--- config.mk ---
export PLATFORM = sky130hd
export DESIGN_NAME = sprom_responder
export DESIGN_NICKNAME = d
export VERILOG_FILES = /design/src/rtl/sprom_pkg.sv /design/src/rtl/sprom_store.sv /design/src/rtl/sprom_regs.sv /design/src/rtl/sprom_fsm.sv /design/src/rtl/sprom_responder.sv
export SDC_FILE = /design/constraint.sdc
export NUM_CORES = 2
export LEC_CHECK = 0
export BUFFER_PORTS_ARGS = -buffer_cell sky130_fd_sc_hd__buf_2
export CORE_AREA = 5 5 370 372
export CTS_BUF_LIST = sky130_fd_sc_hd__clkbuf_16
export DETAILED_ROUTE_END_ITERATION = 7
export DIE_AREA = 0 0 375 377
export PLACE_DENSITY = 0.79
export SLEW_MARGIN = 20
export SYNTH_ARGS = -nofsm -noshare
export SYNTH_HDL_FRONTEND = slang
export SYNTH_SLANG_ARGS = --single-unit
--- constraint.sdc ---
create_clock -name clk -period 4.8 [get_ports clk]
set_input_delay 0.96 -clock clk [delete_from_list [all_inputs] [get_ports clk]]
set_output_delay 0.96 -clock clk [all_outputs]
set_load 0.1 [all_outputs]
--- src/rtl/sprom_pkg.sv ---
package sprom_pkg;
  localparam int CMD_W  = 8;
  localparam int WORD_W = 16;
  localparam int BYTE_W = 8;
  localparam int MEM_AW = CMD_W;

  localparam int CB_CLK = 0;
  localparam int CB_SEL = 1;
  localparam logic [BYTE_W-1:0] CTRL_MASK = 8'h0F;
  localparam logic [BYTE_W-1:0] DATA_MASK = 8'h01;

  typedef enum logic [1:0] {
    ST_IDLE  = 2'd0,
    ST_READY = 2'd1,
    ST_CMD   = 2'd2,
    ST_READ  = 2'd3
  } st_t;

  function automatic logic [MEM_AW-1:0] word_base(input logic [CMD_W-1:0] c);
    return {c[CMD_W-2:0], 1'b0};
  endfunction

  function automatic logic cmd_is_read(input logic [CMD_W-1:0] c);
    return c[CMD_W-1];
  endfunction

  function automatic logic rose(input logic old_v, input logic new_v);
    return !old_v && new_v;
  endfunction

  function automatic logic fits(input logic [BYTE_W-1:0] v, input logic [BYTE_W-1:0] m);
    return (v & ~m) == '0;
  endfunction
endpackage

--- src/rtl/sprom_store.sv ---
module sprom_store #(
  parameter int AW = 8,
  parameter int DW = 8
) (
  input  logic          clk,
  input  logic          we,
  input  logic [AW-1:0] waddr,
  input  logic [DW-1:0] wdata,
  input  logic [AW-1:0] raddr,
  output logic [DW-1:0] rd_hi,
  output logic [DW-1:0] rd_lo
);
  localparam int DEPTH = 1 << AW;

  logic [DW-1:0] mem [DEPTH];
  logic [AW-1:0] raddr_lo;

  assign raddr_lo = raddr + AW'(1);

  always_ff @(posedge clk) begin
    if (we) mem[waddr] <= wdata;
  end

  assign rd_hi = mem[raddr];
  assign rd_lo = mem[raddr_lo];
endmodule

--- src/rtl/sprom_regs.sv ---
module sprom_regs
  import sprom_pkg::*;
(
  input  logic              clk,
  input  logic              rst_n,
  input  logic              wr_en,
  input  logic              wr_sel,
  input  logic [BYTE_W-1:0] wr_data,
  input  logic              drv_we,
  input  logic              drv_bit,
  output logic [BYTE_W-1:0] ctrl_q,
  output logic [BYTE_W-1:0] data_q,
  output logic              ev_sel_drop,
  output logic              ev_sel_rise,
  output logic              ev_clk_rise,
  output logic              ev_reject,
  output logic              err_reject
);
  logic ok, ctrl_acc, data_acc;

  assign ok       = wr_sel ? fits(wr_data, DATA_MASK) : fits(wr_data, CTRL_MASK);
  assign ctrl_acc = wr_en && !wr_sel && ok;
  assign data_acc = wr_en &&  wr_sel && ok;
  assign ev_reject = wr_en && !ok;

  assign ev_sel_drop = ctrl_acc && !wr_data[CB_SEL];
  assign ev_sel_rise = ctrl_acc && rose(ctrl_q[CB_SEL], wr_data[CB_SEL]);
  assign ev_clk_rise = ctrl_acc && rose(ctrl_q[CB_CLK], wr_data[CB_CLK]);

  always_ff @(posedge clk) begin
    if (!rst_n) begin
      ctrl_q     <= '0;
      data_q     <= '0;
      err_reject <= 1'b0;
    end else begin
      err_reject <= ev_reject;
      if (ctrl_acc) ctrl_q <= wr_data;
      if (data_acc)    data_q <= wr_data;
      else if (drv_we) data_q <= {{(BYTE_W-1){1'b0}}, drv_bit};
    end
  end
endmodule

--- src/rtl/sprom_fsm.sv ---
module sprom_fsm
  import sprom_pkg::*;
(
  input  logic              clk,
  input  logic              rst_n,
  input  logic              ev_sel_drop,
  input  logic              ev_sel_rise,
  input  logic              ev_clk_rise,
  input  logic              din,
  input  logic [BYTE_W-1:0] mem_hi,
  input  logic [BYTE_W-1:0] mem_lo,
  output logic [MEM_AW-1:0] fetch_addr,
  output st_t               state,
  output logic              drv_we,
  output logic              drv_bit,
  output logic              ev_cmd_done,
  output logic              ev_bad_cmd,
  output logic              err_cmd,
  output logic              err_overrun
);
  localparam int CNT_W = $clog2(WORD_W + 2) + 1;
  localparam logic [CNT_W-1:0] CNT_MAX = '1;

  st_t               eff, nxt;
  logic [CMD_W-1:0]  cmd_q, cmd_nx;
  logic [WORD_W-1:0] word_q;
  logic [CNT_W-1:0]  cnt_q, cnt_inc;
  logic              shift_cmd, shift_out, ovr_hit;

  always_comb begin
    if (ev_sel_drop)      eff = ST_IDLE;
    else if (ev_sel_rise) eff = ST_READY;
    else                  eff = state;
  end

  assign cnt_inc    = (cnt_q == CNT_MAX) ? cnt_q : cnt_q + CNT_W'(1);
  assign cmd_nx     = {cmd_q[CMD_W-2:0], din};
  assign fetch_addr = word_base(cmd_nx);

  assign shift_cmd   = ev_clk_rise && (eff == ST_CMD);
  assign shift_out   = ev_clk_rise && (eff == ST_READ);
  assign ev_cmd_done = shift_cmd && (cnt_inc == CNT_W'(CMD_W));
  assign ev_bad_cmd  = ev_cmd_done && !cmd_is_read(cmd_nx);
  assign ovr_hit     = shift_out && (cnt_inc > CNT_W'(WORD_W));

  assign drv_we  = shift_out;
  assign drv_bit = word_q[WORD_W-1];

  always_comb begin
    nxt = eff;
    if (ev_clk_rise) begin
      case (eff)
        ST_READY: nxt = ST_CMD;
        ST_CMD:   if (ev_cmd_done) nxt = cmd_is_read(cmd_nx) ? ST_READ : ST_IDLE;
        default:  nxt = eff;
      endcase
    end
  end

  always_ff @(posedge clk) begin
    if (!rst_n) begin
      state       <= ST_IDLE;
      cmd_q       <= '0;
      word_q      <= '0;
      cnt_q       <= '0;
      err_cmd     <= 1'b0;
      err_overrun <= 1'b0;
    end else begin
      state <= nxt;
      if (ev_sel_rise) begin
        err_cmd     <= 1'b0;
        err_overrun <= 1'b0;
      end
      if (ev_clk_rise && eff == ST_READY) begin
        cnt_q <= '0;
      end else if (shift_cmd) begin
        cmd_q <= cmd_nx;
        if (ev_cmd_done) begin
          cnt_q  <= '0;
          word_q <= {mem_hi, mem_lo};
          if (!cmd_is_read(cmd_nx)) err_cmd <= 1'b1;
        end else begin
          cnt_q <= cnt_inc;
        end
      end else if (shift_out) begin
        word_q <= {word_q[WORD_W-2:0], 1'b0};
        cnt_q  <= cnt_inc;
        if (ovr_hit) err_overrun <= 1'b1;
      end
    end
  end
endmodule

--- src/rtl/sprom_responder.sv ---
module sprom_responder
  import sprom_pkg::*;
#(
  parameter int DATA_W = BYTE_W,
  parameter int ADDR_W = MEM_AW
) (
  input  logic              clk,
  input  logic              rst_n,
  input  logic              wr_en,
  input  logic              wr_sel,
  input  logic [DATA_W-1:0] wr_data,
  input  logic              rd_sel,
  output logic [DATA_W-1:0] rd_data,
  input  logic              mem_we,
  input  logic [ADDR_W-1:0] mem_addr,
  input  logic [DATA_W-1:0] mem_wdata,
  output logic [1:0]        state_o,
  output logic              err_cmd,
  output logic              err_overrun,
  output logic              err_reject
);
  logic [BYTE_W-1:0] ctrl_q, data_q, mem_hi, mem_lo;
  logic [MEM_AW-1:0] fetch_addr;
  logic ev_sel_drop, ev_sel_rise, ev_clk_rise, ev_reject;
  logic ev_cmd_done, ev_bad_cmd, drv_we, drv_bit;
  st_t  state;

  sprom_regs u_regs (
    .clk(clk), .rst_n(rst_n), .wr_en(wr_en), .wr_sel(wr_sel), .wr_data(wr_data),
    .drv_we(drv_we), .drv_bit(drv_bit), .ctrl_q(ctrl_q), .data_q(data_q),
    .ev_sel_drop(ev_sel_drop), .ev_sel_rise(ev_sel_rise), .ev_clk_rise(ev_clk_rise),
    .ev_reject(ev_reject), .err_reject(err_reject)
  );

  sprom_fsm u_fsm (
    .clk(clk), .rst_n(rst_n), .ev_sel_drop(ev_sel_drop), .ev_sel_rise(ev_sel_rise),
    .ev_clk_rise(ev_clk_rise), .din(data_q[0]), .mem_hi(mem_hi), .mem_lo(mem_lo),
    .fetch_addr(fetch_addr), .state(state), .drv_we(drv_we), .drv_bit(drv_bit),
    .ev_cmd_done(ev_cmd_done), .ev_bad_cmd(ev_bad_cmd),
    .err_cmd(err_cmd), .err_overrun(err_overrun)
  );

  sprom_store #(.AW(ADDR_W), .DW(DATA_W)) u_store (
    .clk(clk), .we(mem_we), .waddr(mem_addr), .wdata(mem_wdata),
    .raddr(fetch_addr), .rd_hi(mem_hi), .rd_lo(mem_lo)
  );

  assign rd_data = rd_sel ? data_q : ctrl_q;
  assign state_o = state;
endmodule

---- After elaboration in Yosys (flattened, before gate mapping) ----
Memory sizes are Yosys's and may differ from the RTL's.
Index checks and enable logic that the tools add are counted.
cells by class
  $add $sub $neg .......................... 2
  multiply operators ...................... 0
  div/mod/pow operators ................... 0
  $lt $le $gt $ge ......................... 1
  eq/ne operators ......................... 6
  shifts and indexed selects .............. 0
  muxes and demuxes ....................... 29
  bitwise gates (word level) .............. 2
  reductions and logical operators ........ 27
operators by type and width
  kind                                                            count
  2-to-1 mux 16 bit                                               3
  2-to-1 mux 6 bit                                                4
  2-to-1 mux 8 bit                                                3
  zero test 8 bit                                                 2
  logical AND 1 bit                                               15
  2-to-1 mux 1 bit                                                13
  2-to-1 mux 2 bit                                                5
  adder 8 x 1 -> 8 bit (second input constant)                    1
  adder 6 x 1 -> 6 bit (second input constant)                    1
  equality test 6 x 4 -> 1 bit (second input constant)            1
  equality test 6 bit (second input constant)                     1
  greater-than comparator 6 x 5 -> 1 bit (second input constant)  1
  zero test 1 bit                                                 5
  equality test 2 bit (second input constant)                     2
  case mux 2 bit (2 select lines)                                 1
  nonzero test 2 bit                                              2
  AND reduction 3 bit                                             1
  equality test 2 x 1 -> 1 bit (second input constant)            1
  != test 2 bit (second input constant)                           1
  NOT 1 bit                                                       2
  AND reduction 2 bit                                             1
  OR reduction 2 bit                                              1
storage, ports and cells
  bits in registers ....................... 50
  bits in latches ......................... 0
  memory bits (writable) .................. 2048
  ROM bits ................................ 0
  bits of input ports ..................... 30
  output and inout bits ................... 13
  word-level logic and storage cells ...... 77
  memories ................................ 1
memory list
  memory       depth  width  read ports  clocked after memory_dff  write ports  RTL line           text
  u_store.mem  256    8      2           0                         1            sprom_store.sv:15  logic [DW-1:0] mem [DEPTH];

---- Longest topological paths before layout ----
  depth in word-level cells ............... 13
  depth in mapped cells ................... 13

---- Cells and area by module ----
From an unflattened synthesis, not the netlist that was laid out.
second synthesis, totals
  cells, all modules ...................... 5164
  area total of the unflattened synthesis .. 99212.7 um^2
by module, submodules not included
  module           instances  cells each  area each (um^2)
  sprom_store      1          4841        96456.3
  sprom_fsm        1          257         1989.4
  sprom_regs       1          57          635.6
  sprom_responder  1          9           131.4

---- Least setup slack after synthesis ----
Ideal clock, no wire load.
  path kind ............................... input -> register
  from .................................... in wr_data[7]
  to ...................................... reg u_fsm.word_q[7]
  data arrival time ....................... 3693 ps
  setup slack ............................. 1033 ps
  stages .................................. 12
  path buffers ............................ 2
  cells stage by stage .................... or4_4 > or3_1 > clkbuf_1 > o22a_1 > inv_1 > ha_1 > nand2_2 > buf_6 > a211oi_2 > nand3_1 > or4_1 > a31oi_1
on the way
  cells in the longest elaborated chain, start to end .. 11
  elaborated cells between the ends (all ways) .. 21
  those cells by class .................... eq/ne (4); mux (4); bitwise (1); reduce/logical (12)
RTL lines
  item                           RTL line               text
  start: declaration             sprom_responder.sv:11  input logic [DATA_W-1:0] wr_data,
  zero test 8 bit                sprom_pkg.sv:32        return (v & ~m) == '0;
  2-to-1 mux 1 bit (*)           sprom_regs.sv:21       assign ok = wr_sel ? fits(wr_data, DATA_MASK) : fits(wr_data, CTRL_MASK);
  logical AND 1 bit (*)          sprom_regs.sv:22       assign ctrl_acc = wr_en && !wr_sel && ok;
  logical AND 1 bit              sprom_regs.sv:27       assign ev_sel_rise = ctrl_acc && rose(ctrl_q[CB_SEL], wr_data[CB_SEL]);
  2-to-1 mux 2 bit               sprom_fsm.sv:32        else if (ev_sel_rise) eff = ST_READY;
  2-to-1 mux 2 bit               sprom_fsm.sv:31        if (ev_sel_drop) eff = ST_IDLE;
  equality test 2 bit            sprom_fsm.sv:40        assign shift_cmd = ev_clk_rise && (eff == ST_CMD);
  logical AND 1 bit              sprom_fsm.sv:40
  logical AND 1 bit              sprom_fsm.sv:42        assign ev_cmd_done = shift_cmd && (cnt_inc == CNT_W'(CMD_W));
  != test 2 bit (no line)        -
  AND reduction 3 bit (no line)  -
  end signal: assignment         sprom_fsm.sv:80        word_q <= {mem_hi, mem_lo};
  end signal: assignment         sprom_fsm.sv:86        word_q <= {word_q[WORD_W-2:0], 1'b0};
  end: declaration               sprom_fsm.sv:26        logic [WORD_W-1:0] word_q;
Every way passes the cells marked *; elsewhere a longest branch is shown, timed or not.
A chain may end at the register's enable or synchronous reset.

---- Worst setup path after layout ----
  from .................................... reg u_regs.data_q[0]
  to ...................................... out rd_data[0]
on the way
  cells in the longest elaborated chain, start to end .. 1
RTL lines
  item                      RTL line               text
  start: declaration        sprom_regs.sv:12       output logic [BYTE_W-1:0] data_q,
  start signal: assignment  sprom_regs.sv:38       if (data_acc) data_q <= wr_data;
  start signal: assignment  sprom_regs.sv:39       else if (drv_we) data_q <= {{(BYTE_W-1){1'b0}}, drv_bit};
  2-to-1 mux 8 bit          sprom_responder.sv:48  assign rd_data = rd_sel ? data_q : ctrl_q;
  end: declaration          sprom_responder.sv:13  output logic [DATA_W-1:0] rd_data,
No other way between the ends.

==> out/qor.txt <==
Setup crit start kind -> flop
Syn Nets -> 4,369
WL met1 -> 76,400 um
Final TNS setup -> 0 ns
CP Max Fanout -> 35
Crit Path Category -> reg2out
Violated checks -> design-rule violations
Die Ht -> 377 um
CTS tree -> done
Routed wl met3 -> 31,400 um
Hold Vio Cnt, Final -> 0
Port buffer count -> 42
Drt wl/cell -> 35.5 um
Clk Latency, worst-skew pair -> 0.84 ns
Nets -> 4,558
Sequential fraction of the synthesis area -> 75.1%
Depth of the CTS H-tree -> 4
CTS max path bufs -> 3
Ratio of cells with drive above 1 in the final layout -> 20.2%
Final hold slack -> 0.372 ns
Synth Area per Inst -> 19.2 um2
Peak supply drop -> 0.304 mV
WL final -> 230,000 um
Fmax -> 242 MHz
CTS root buf -> clkbuf_16
Ys Warns -> 0
Antenna Nets Post-Route -> 0
Area contributors post-synth -> edfxtp_1 (74%), mux4_2 (9.1%), mux2i_1 (3.3%), nor2_1 (1.5%), mux4_1 (1.4%)
Initial DRT Pass Iterations -> 8
DRC -> 5
Area Overhead vs Synth -> 10.7%
Vias in the first global route -> 44,989
Synth unique cells -> 87
Max Slew Vio Count -> 0
Switching portion of total power -> 20.1%
Slew of the pin with the lowest slew margin -> 1.30 ns
First-pass GRT wire length -> 326,000 um
Hold/Removal Path Class -> in2reg
Post-synth EDFFs -> 2,048
GP Congestion -> 0.982
Largest net degree at the start of global routing -> 119
Grt ovf -> 0
Cell Int Power -> 28.5 mW
Power Density -> 387 mW/mm2
CP Capture Type -> output pin
Total Routing Usage GR -> 32.5%
Power consumption -> 35.7 mW
Switch Pwr -> 7.19 mW
Clock skew -> 0.0346 ns
Core area -> 0.133 mm2
Top cell type's share of synthesized area -> 73.9%
Initial antenna violation count -> 13
CTS sink cnt -> 2,098
Pre-CTS setup slack -> 0.504 ns
Final Util -> 69.3%
Slew headroom -> 13.6%
Die Wd -> 375 um
Vias -> 46,073
Sequential share of power -> 56.4%
Post-synth top flop -> edfxtp_1
Iteration-0 DRC Markers -> 8,138
Highest Signal Layer -> met5
DIE AREA -> 0.141 mm2
Gate power share -> 1.4%
Row Count -> 134
Asr flop ratio synth -> 0%
Cell Area, Synth -> 0.0832 mm2
Clk pwr share -> 42.2%
Status -> finished with violations
Synth Instances -> 4,335
Slack of the critical path -> 0.669 ns
#FFs+latches synth -> 2,098
Pleak -> 28.3 nW
Post-CTS sizing -> 0
CTS Buf Count -> 196
Final Setup Violations -> 0
CP Data Required Time -> 3.84 ns
Avg Vias per Cell -> 7.11
Clock slew at reported path FFs -> 0.06 ns
Routed wl met2 -> 105,000 um
Crit path DAT -> 3.17 ns
Minimum clock period -> 4.13 ns
# IOs -> 43
Leading area contributor after synthesis -> edfxtp_1
Post-CTS setup buffers -> 0
RSZ-0062 raised after global routing -> no
DP HPWL -> 142,000 um
Hold buffers post-CTS -> 0
Starting Density -> 62.6%
MaxCap Viol Count -> 0
Final period utilization -> 86.1%
[worst paths after layout]
kind / from / endpoint / slack, ns / cells past startpoint
hold / removal: wr_en / u_regs.err_reject$_SDFF_PN0_ / 0.37 / 3
setup / recovery: u_regs.data_q[0]$_SDFFE_PN0P_ / rd_data[0] / 0.67 / 4
setup reg to reg: u_regs.data_q[0]$_SDFFE_PN0P_ / u_fsm.word_q[10]$_SDFFE_PN0P_ / 0.78 / 8
hold reg to reg: u_regs.data_q[2]$_SDFFE_PN0P_ / u_regs.data_q[2]$_SDFFE_PN0P_ / 0.45 / 1
[cell usage after synthesis (23+ instances only)]
library cell,count
a31oi_1,26
o221ai_1,58
o21ai_0,82
nor2_1,322
a21oi_1,69
buf_6,38
edfxtp_1,2048
clkbuf_1,98
mux2_2,38
nand4_1,23
a211oi_1,27
nor3_1,52
o22ai_1,75
mux4_1,43
nand3_1,63
mux2i_1,274
buf_2,61
nor4_1,25
nand2_1,196
mux4_2,336
dfxtp_1,50
[worst max-delay path, cell delays in order (launching register included)]
cell and delay (ns):
dfxtp_4 1.04, buf_4 0.42, buf_4 0.25, mux2_2 0.18, buf_2 0.42
[per-layer routing]
metal,global-route usage (%),vias up
met5,0,-
met4,20.3,2
met3,8.85,817
met2,48.6,3993
met1,43.0,23100
li1,-,18161
[power groups by stage]
| stage | registers (mW) | logic [mW] | clock network [mW] |
|---|---|---|---|
| 5_1_grt | 20.1 | 0.522 | 15.9 |
| 4_1_cts | 20.1 | 0.491 | 15.1 |
| 3_5_place_dp | 20.5 | 0.490 | 0 |
| 3_3_place_gp | 20.5 | 0.468 | 0 |
| 2_1_floorplan | 20.5 | 0.0966 | 0 |
| 6_report | 20.1 | 0.503 | 15.0 |
[metrics by stage]
stage,instance area [um2],std cells
global route,92100,6465
CTS,92100,6463
detailed placement,85800,6094
global placement,85800,6094
finish,92100,6477
floorplan,83200,4335
[cell type report]
class	instances	area, um2
diodes	14	35.0
clock buffers	197	4930
clock inverters	172	1310
fillers	7726	40800
inverters	16	63.8
multi-input cells	1951	18800
flip-flops and latches	2098	62500
well taps	1768	2210
repair buffers	261	2250
[placed cells by master (no fill, tap or decap), types with 62 or more instances in the layout]
cell type / instances
o21ai_0: 82
buf_4: 193
a21oi_1: 68
mux2i_1: 274
nor2_1: 322
nand3_1: 62
nand2_1: 194
clkbuf_16: 197
mux4_2: 336
o22ai_1: 75
edfxtp_1: 2048
[sequential cells by signal (all words and copies together) (netlist names)]
register / cells
u_store.mem: 2048
u_fsm.word_q: 16
u_regs.ctrl_q: 8
u_regs.data_q: 8
u_fsm.cmd_q: 7
u_fsm.cnt_q: 6
u_fsm.state: 2
u_fsm.err_cmd: 1
u_fsm.err_overrun: 1
u_regs.err_reject: 1
[logic make-up after synthesis]
logic type | share of synthesized area [%]
flip-flops | 75.1
AO/OA/AOI/OAI | 3.79
AND/OR/NAND/NOR | 4.38
adder cells (fa/ha/maj) | 0.0602
buffers and inverters | 2.38
multiplexers | 14.3
XOR/XNOR | 0.0105
No activity file was read; power rests on OpenSTA's default activity.
